**config.mk**
```make
export PLATFORM = sky130hd
export DESIGN_NAME = sq_burst_queue
export DESIGN_NICKNAME = d
export VERILOG_FILES = /design/src/rtl/sq_pkg.sv /design/src/rtl/sq_slots.sv /design/src/rtl/sq_hiaddr.sv /design/src/rtl/sq_target.sv /design/src/rtl/sq_flush_fsm.sv /design/src/rtl/sq_burst_queue.sv
export SDC_FILE = /design/constraint.sdc
export NUM_CORES = 1
export LEC_CHECK = 0
export ABC_AREA = 0
export CAP_MARGIN = 0
export CORE_UTILIZATION = 50
export CTS_CLUSTER_SIZE = 12
export DETAILED_ROUTE_END_ITERATION = 10
export DONT_BUFFER_PORTS = 1
export PLACE_DENSITY = 0.61
export SLEW_MARGIN = 10
export SYNTH_ARGS = -nofsm -noshare
export SYNTH_HDL_FRONTEND = slang
export SYNTH_SLANG_ARGS = --single-unit
```
**constraint.sdc**
```tcl
create_clock -name clk -period 2.15 [get_ports clk]
set_clock_uncertainty 0.05 [all_clocks]
set_input_delay 0 -clock clk [delete_from_list [all_inputs] [get_ports clk]]
set_output_delay 0 -clock clk [all_outputs]
set_load 0.02 [all_outputs]
```
**src/rtl/sq_pkg.sv**
```systemverilog
package sq_pkg;

    typedef enum logic [0:0] {
        SQ_IDLE  = 1'b0,
        SQ_BURST = 1'b1
    } sq_state_e;

endpackage

```
**src/rtl/sq_slots.sv**
```systemverilog
module sq_slots #(
    parameter int NUM_BUF = 2,
    parameter int WORDS   = 8,
    parameter int DATA_W  = 32,
    localparam int SLOTS  = NUM_BUF * WORDS,
    localparam int IDX_W  = $clog2(SLOTS),
    localparam int BUF_W  = $clog2(NUM_BUF)
) (
    input  logic              clk,
    input  logic              rst_n,
    input  logic              we,
    input  logic [IDX_W-1:0]  widx,
    input  logic [DATA_W-1:0] wdata,
    input  logic [IDX_W-1:0]  ridx,
    output logic [DATA_W-1:0] rdata,
    input  logic [IDX_W-1:0]  bidx,
    output logic [DATA_W-1:0] bdata,
    input  logic              lock_on,
    input  logic [BUF_W-1:0]  lock_buf
);

    logic [DATA_W-1:0] mem [SLOTS];

    always_ff @(posedge clk or negedge rst_n) begin
        if (!rst_n) begin
            for (int i = 0; i < SLOTS; i++) begin
                mem[i] <= '0;
            end
        end else if (we) begin
            mem[widx] <= wdata;
        end
    end

    // processor read port and burst read port are independent
    assign rdata = mem[ridx];
    assign bdata = mem[bidx];

    // the buffer being streamed out must never take a write
    AST_LOCKED_BUF: assert property (@(posedge clk) disable iff (!rst_n)
        (we && lock_on) |-> (widx[IDX_W-1 -: BUF_W] != lock_buf));

endmodule

```
**src/rtl/sq_hiaddr.sv**
```systemverilog
module sq_hiaddr #(
    parameter int NUM_BUF = 2,
    parameter int HI_W    = 3,
    localparam int BUF_W  = $clog2(NUM_BUF)
) (
    input  logic                    clk,
    input  logic                    rst_n,
    input  logic                    we,
    input  logic [BUF_W-1:0]        idx,
    input  logic [HI_W-1:0]         wdata,
    output logic [NUM_BUF*HI_W-1:0] hi_flat
);

    for (genvar g = 0; g < NUM_BUF; g++) begin : g_hi
        logic [HI_W-1:0] hi_q;
        always_ff @(posedge clk or negedge rst_n) begin
            if (!rst_n) begin
                hi_q <= '0;
            end else if (we && (idx == BUF_W'(g))) begin
                hi_q <= wdata;
            end
        end
        assign hi_flat[g*HI_W +: HI_W] = hi_q;
    end

    AST_HI_HOLD: assert property (@(posedge clk) disable iff (!rst_n)
        !we |=> $stable(hi_flat));

endmodule

```
**src/rtl/sq_target.sv**
```systemverilog
module sq_target #(
    parameter int ADDR_W   = 32,
    parameter int HI_W     = 3,
    parameter int HI_LSB   = 26,
    parameter int LINE_LSB = 5,
    localparam int TOP     = HI_LSB + HI_W
) (
    input  logic [ADDR_W-1:0] addr,
    input  logic              xlat,
    input  logic [HI_W-1:0]   hi,
    output logic [ADDR_W-1:0] target
);

    // bits outside the line-address window never reach the target
    logic unused_bits;
    assign unused_bits = ^{addr[ADDR_W-1:TOP], addr[LINE_LSB-1:0]};

    always_comb begin
        target = '0;
        if (xlat) begin
            target[TOP-1:LINE_LSB] = addr[TOP-1:LINE_LSB];
        end else begin
            target[HI_LSB-1:LINE_LSB] = addr[HI_LSB-1:LINE_LSB];
            target[TOP-1:HI_LSB]      = hi;
        end
    end

endmodule

```
**src/rtl/sq_flush_fsm.sv**
```systemverilog
module sq_flush_fsm
    import sq_pkg::*;
#(
    parameter int WORDS   = 8,
    parameter int BUF_W   = 1,
    parameter int ADDR_W  = 32,
    localparam int WORD_W = $clog2(WORDS)
) (
    input  logic                    clk,
    input  logic                    rst_n,
    input  logic                    flush_valid,
    input  logic [BUF_W-1:0]        flush_buf,
    input  logic [ADDR_W-1:0]       flush_target,
    output logic                    flush_ready,
    input  logic                    bw_ready,
    output logic                    bw_valid,
    output logic [ADDR_W-1:0]       bw_addr,
    output logic                    bw_last,
    output logic [BUF_W+WORD_W-1:0] burst_idx,
    output logic                    busy,
    output logic [BUF_W-1:0]        busy_buf
);

    localparam logic [WORD_W-1:0] LAST_BEAT = WORD_W'(WORDS - 1);
    localparam logic [WORD_W-1:0] ONE_BEAT  = WORD_W'(1);

    sq_state_e         state_q, state_d;
    logic [WORD_W-1:0] beat_q;
    logic [BUF_W-1:0]  buf_q;
    logic [ADDR_W-1:0] addr_q;

    // next-state logic
    always_comb begin
        state_d = state_q;
        unique case (state_q)
            SQ_IDLE:  if (flush_valid) state_d = SQ_BURST;
            SQ_BURST: if (bw_ready && (beat_q == LAST_BEAT)) state_d = SQ_IDLE;
            default:  state_d = SQ_IDLE;
        endcase
    end

    // state register
    always_ff @(posedge clk or negedge rst_n) begin
        if (!rst_n) state_q <= SQ_IDLE;
        else        state_q <= state_d;
    end

    // burst context: buffer, target, beat counter
    always_ff @(posedge clk or negedge rst_n) begin
        if (!rst_n) begin
            beat_q <= '0;
            buf_q  <= '0;
            addr_q <= '0;
        end else if ((state_q == SQ_IDLE) && flush_valid) begin
            beat_q <= '0;
            buf_q  <= flush_buf;
            addr_q <= flush_target;
        end else if ((state_q == SQ_BURST) && bw_ready) begin
            beat_q <= beat_q + ONE_BEAT;
        end
    end

    // outputs
    always_comb begin
        flush_ready = 1'b0;
        bw_valid    = 1'b0;
        bw_last     = 1'b0;
        busy        = 1'b0;
        unique case (state_q)
            SQ_IDLE: flush_ready = 1'b1;
            SQ_BURST: begin
                bw_valid = 1'b1;
                busy     = 1'b1;
                bw_last  = (beat_q == LAST_BEAT);
            end
            default: flush_ready = 1'b0;
        endcase
        bw_addr   = addr_q;
        burst_idx = {buf_q, beat_q};
        busy_buf  = buf_q;
    end

    AST_ADDR_HELD: assert property (@(posedge clk) disable iff (!rst_n)
        (bw_valid && !(bw_ready && bw_last)) |=> (bw_valid && $stable(bw_addr)));
    AST_BEAT_STEP: assert property (@(posedge clk) disable iff (!rst_n)
        (bw_valid && bw_ready && !bw_last) |=> (beat_q == $past(beat_q) + ONE_BEAT));
    AST_STALL_HOLD: assert property (@(posedge clk) disable iff (!rst_n)
        (bw_valid && !bw_ready) |=> (bw_valid && $stable(beat_q)));
    AST_NO_FLUSH_BUSY: assert property (@(posedge clk) disable iff (!rst_n)
        bw_valid |-> !flush_ready);

endmodule

```
**src/rtl/sq_burst_queue.sv**
```systemverilog
module sq_burst_queue #(
    parameter int NUM_BUF  = 2,
    parameter int WORDS    = 8,
    parameter int DATA_W   = 32,
    parameter int ADDR_W   = 32,
    parameter int HI_W     = 3,
    parameter int HI_LSB   = 26,
    localparam int SLOTS    = NUM_BUF * WORDS,
    localparam int IDX_W    = $clog2(SLOTS),
    localparam int BUF_W    = $clog2(NUM_BUF),
    localparam int WORD_W   = $clog2(WORDS),
    localparam int LINE_LSB = 2 + WORD_W
) (
    input  logic              clk,
    input  logic              rst_n,
    input  logic              cpu_wr,
    input  logic [IDX_W-1:0]  cpu_idx,
    input  logic [DATA_W-1:0] cpu_wdata,
    output logic              cpu_wr_ready,
    output logic [DATA_W-1:0] cpu_rdata,
    input  logic              hi_we,
    input  logic [BUF_W-1:0]  hi_idx,
    input  logic [HI_W-1:0]   hi_wdata,
    input  logic              flush_valid,
    input  logic [ADDR_W-1:0] flush_addr,
    input  logic              flush_xlat,
    output logic              flush_ready,
    output logic              bw_valid,
    output logic [ADDR_W-1:0] bw_addr,
    output logic [DATA_W-1:0] bw_data,
    output logic              bw_last,
    input  logic              bw_ready
);

    logic [NUM_BUF*HI_W-1:0] hi_flat;
    logic [BUF_W-1:0]        flush_buf;
    logic [HI_W-1:0]         hi_sel;
    logic [ADDR_W-1:0]       target;
    logic [IDX_W-1:0]        burst_idx;
    logic                    busy;
    logic [BUF_W-1:0]        busy_buf;
    logic                    slot_we;

    assign flush_buf    = flush_addr[LINE_LSB +: BUF_W];
    assign hi_sel       = hi_flat[flush_buf*HI_W +: HI_W];
    assign cpu_wr_ready = !(busy && (cpu_idx[IDX_W-1 -: BUF_W] == busy_buf));
    assign slot_we      = cpu_wr && cpu_wr_ready;

    sq_slots #(.NUM_BUF(NUM_BUF), .WORDS(WORDS), .DATA_W(DATA_W)) u_slots (
        .clk      (clk),
        .rst_n    (rst_n),
        .we       (slot_we),
        .widx     (cpu_idx),
        .wdata    (cpu_wdata),
        .ridx     (cpu_idx),
        .rdata    (cpu_rdata),
        .bidx     (burst_idx),
        .bdata    (bw_data),
        .lock_on  (busy),
        .lock_buf (busy_buf)
    );

    sq_hiaddr #(.NUM_BUF(NUM_BUF), .HI_W(HI_W)) u_hi (
        .clk     (clk),
        .rst_n   (rst_n),
        .we      (hi_we),
        .idx     (hi_idx),
        .wdata   (hi_wdata),
        .hi_flat (hi_flat)
    );

    sq_target #(.ADDR_W(ADDR_W), .HI_W(HI_W), .HI_LSB(HI_LSB), .LINE_LSB(LINE_LSB)) u_target (
        .addr   (flush_addr),
        .xlat   (flush_xlat),
        .hi     (hi_sel),
        .target (target)
    );

    sq_flush_fsm #(.WORDS(WORDS), .BUF_W(BUF_W), .ADDR_W(ADDR_W)) u_fsm (
        .clk          (clk),
        .rst_n        (rst_n),
        .flush_valid  (flush_valid),
        .flush_buf    (flush_buf),
        .flush_target (target),
        .flush_ready  (flush_ready),
        .bw_ready     (bw_ready),
        .bw_valid     (bw_valid),
        .bw_addr      (bw_addr),
        .bw_last      (bw_last),
        .burst_idx    (burst_idx),
        .busy         (busy),
        .busy_buf     (busy_buf)
    );

    AST_ALIGNED: assert property (@(posedge clk) disable iff (!rst_n)
        bw_valid |-> (bw_addr[LINE_LSB-1:0] == '0));

endmodule

```
==> results.json <==
{
  "die_h_microns": 241,
  "dp.final_hpwl_microns": 46300,
  "coreArea_sq_um": 56500,
  "peakVddDrop_uv": 869,
  "p_total_mw": 52.3,
  "postPlaceCellArea_sq_um": 29900,
  "ys_types": 37,
  "synth_seq_area_share_pct": 47.7,
  "synthTopCellsByCount": "dfrtp_1, mux2_2, mux4_2",
  "setup_viol": 33,
  "synth_top_cell_area_share_pct": 47.7,
  "crit_path_start": "u_fsm.beat_q[0]$_DFFE_PN0P_",
  "ys_seq_elements": 546,
  "vias": 18100,
  "cts_tree": "done",
  "cp.required_ns": 2.10,
  "worst_pin_slew_ns": 1.69,
  "floorplan.die.width_microns": 241,
  "r2r_slack_ns": 0.07,
  "synth_flop_cell": "dfrtp_1",
  "cp.arrival_ns": 2.46,
  "switching_share_pct": 34.3,
  "drtIter0Drc": 1771,
  "grtUsageTotal_pct": 29.7,
  "synth_area_leaders": "dfrtp_1, mux2_2, mux4_2",
  "worst_setup_path_end_kind": "primary output",
  "drive_gt1_share_pct": 55.4,
  "clock.fmax_ghz": 0.398,
  "num_io_pins": 179,
  "clock_power_share_pct": 19.6,
  "place_ws_ns": -0.0543,
  "viasPerCell": 6.53,
  "rows": 87,
  "violations": "hold timing, slew limit, setup timing",
  "fin_tns_setup_ns": -8.77,
  "period_share_pct": 117,
  "clkTransAtPathRegs_ns": 0.06,
  "cts-root-buf": "clkbuf_16",
  "overflow": 0,
  "cap_violations": 0,
  "finalInstanceArea_sq_um": 34200,
  "synth_edf_count": 0,
  "timing.rr.start": "u_fsm.bw_addr[5]$_DFFE_PN0P_",
  "worst_setup_path_start_kind": "register",
  "cts_buffers": 61,
  "slew_headroom_pct": -12.9,
  "r2r_cells": 6,
  "holdWs_ns": -0.971,
  "worstSkewPairLatency_ns": 0.62,
  "status": "finished with violations",
  "dieArea_sq_um": 58300,
  "hold_path.class": "primary input to asynchronous set/reset pin",
  "synth_area_sq_um": 28700,
  "crit_fanout": 6,
  "grt_pass1_vias": 19000,
  "gp_congestion": 0.798,
  "wire_per_inst_microns": 30.7,
  "power_frac_seq_pct": 36.2,
  "hold_viol_final": 546,
  "cts_hold_buffers": 93,
  "critPathKind": "register to primary output",
  "htree_levels": 2,
  "cts_buffer_depth": 3,
  "slew_violations": 232,
  "start_util_pct": 50.7,
  "syn_area_per_cell_sq_um": 15.7,
  "portBuffers": 0,
  "combinationalPowerShare_pct": 44.1,
  "cp-endpoint": "bw_data[30]",
  "yosysTopAreaCell": "dfrtp_1",
  "p_int_mw": 34.4,
  "drc": 0,
  "min_period_ns": 2.51,
  "ys.warnings.count": 0,
  "grt_antenna_before_repair": 5,
  "setup_ws_ns": -0.363,
  "fin_nets": 2046,
  "synth_cells": 1831,
  "leakage_nw": 14.7,
  "rsz0062_at_grt": "true",
  "powerDensity_nw_per_um2": 1530,
  "clkSinkCount": 546,
  "grt_pass1_wl_microns": 126000,
  "grt_max_degree": 547,
  "timing.rr.end": "u_slots.mem[18]$_DFFE_PN0P_",
  "wirelength_microns": 85000,
  "synth-async-reset-ratio_pct": 100,
  "areaGrowthSynthToFinish_pct": 19.4,
  "detail_route.first_pass.iterations": 5,
  "ant_nets": 0,
  "synth_most_common_cell": "dfrtp_1",
  "switchingPower_mw": 17.9
}
-- cells in the final DEF, fill, tap and decap left out, drive strengths merged, types with 2 or more instances in the layout --
cell type,synthesis,layout
a22o,20,20
bufinv,0,2
mux2i,45,45
dlygate4sd3,0,92
nand2b,4,4
and2,7,7
ha,2,2
o21ai,3,3
nand4,8,8
conb,1,8
clkbuf,73,103
clkinv,0,11
clkinvlp,0,2
nor4b,4,4
o22ai,3,3
a22oi,117,117
nand2,65,65
xnor2,2,2
diode,0,3
mux4,236,236
nor2,6,7
o31ai,10,10
nor4,4,4
dfrtp,546,546
buf,115,151
and2b,2,2
mux2,542,542
inv,1,2
nor2b,11,12
-- state kept, by name (all words and copies together), names as in the netlist --
register        flops
u_slots.mem       512
u_fsm.bw_addr      24
u_fsm.state_q       1
u_fsm.beat_q        3
u_hi.g_hi.hi_q      6
-- cell type report --
class | count | area [sq um]
diodes | 3 | 7.51
clock buffers | 97 | 1820
clock inverters | 16 | 139
fillers | 4221 | 22300
inverters | 1 | 3.75
multi-input cells | 1105 | 14500
flip-flops and latches | 546 | 13700
well taps | 756 | 946
repair buffers | 250 | 3170
-- critical path, stage by stage (launching register included) --
cell	delay (ns)
dfrtp_4	0.45
buf_12	0.16
buf_12	0.13
buf_16	0.13
mux4_2	0.52
a22oi_2	0.19
nand2_1	0.10
buf_6	0.14
-- repair_timing --
action                                 in CTS  in global routing
setup endpoints to repair                  32                 52
endpoints found under the hold margin    1092                546
resized for setup                         102                 56
pin swaps                                  34                 37
gates cloned                               12                  7
setup buffers                              34                  4
-- power by group through the flow --
stage | Combinational [mW] | Sequential (mW) | Clock (mW)
6_report | 23.1 | 18.9 | 10.3
2_1_floorplan | 14.5 | 17.5 | 0
4_1_cts | 22.1 | 18.8 | 10.5
5_1_grt | 24.3 | 19.5 | 10.9
3_3_place_gp | 18.3 | 18.7 | 0
3_5_place_dp | 18.6 | 18.9 | 0
-- worst min path at each step --
stage	startpoint	endpoint	slack, ns	depth (start not counted)
2_1_floorplan	rst_n	u_fsm.beat_q[0]$_DFFE_PN0P_	-0.35	0
4_1_cts	rst_n	u_slots.mem[165]$_DFFE_PN0P_	-0.99	0
3_3_place_gp	rst_n	u_slots.mem[229]$_DFFE_PN0P_	-0.32	0
3_5_place_dp	rst_n	u_slots.mem[197]$_DFFE_PN0P_	-0.31	0
6_report	rst_n	u_slots.mem[197]$_DFFE_PN0P_	-0.97	0
5_1_grt	rst_n	u_slots.mem[165]$_DFFE_PN0P_	-1.00	0
-- metal layers --
metal | track usage, % | vias to the layer above | routed length [microns]
met2 | 46.0 | 642 | 40200
met3 | 6.40 | 163 | 5970
met1 | 41.9 | 9897 | 36200
met4 | 9.47 | 6 | 2630
li1 | - | 7417 | -
met5 | 0 | - | 41
-- stage by stage --
stage | utilization [%] | hold WS (ns) | cells
after floorplan | - | -0.346 | 1838
after global placement | 52.9 | -0.325 | 2514
after detailed placement | 52.9 | -0.313 | 2514
after CTS | 59.9 | -0.992 | 2766
after global routing | 60.6 | -1.00 | 2772
final | 60.6 | -0.971 | 2774
-- kinds of logic (layout without fill, tap and decap cells) --
group           after synthesis  after routing  share of synthesized area, %
compound gates              154            154                          4.08
simple gates                114            116                          2.67
other cells                   1             11                        0.0131
mux                         823            823                          41.7
flops                       546            546                          47.7
buf+inv                     189            364                          3.77
fa+ha+maj                     2              2                        0.0873
xor+xnor                      2              2                        0.0611
Note: power is estimated with default switching activity, not from simulation.
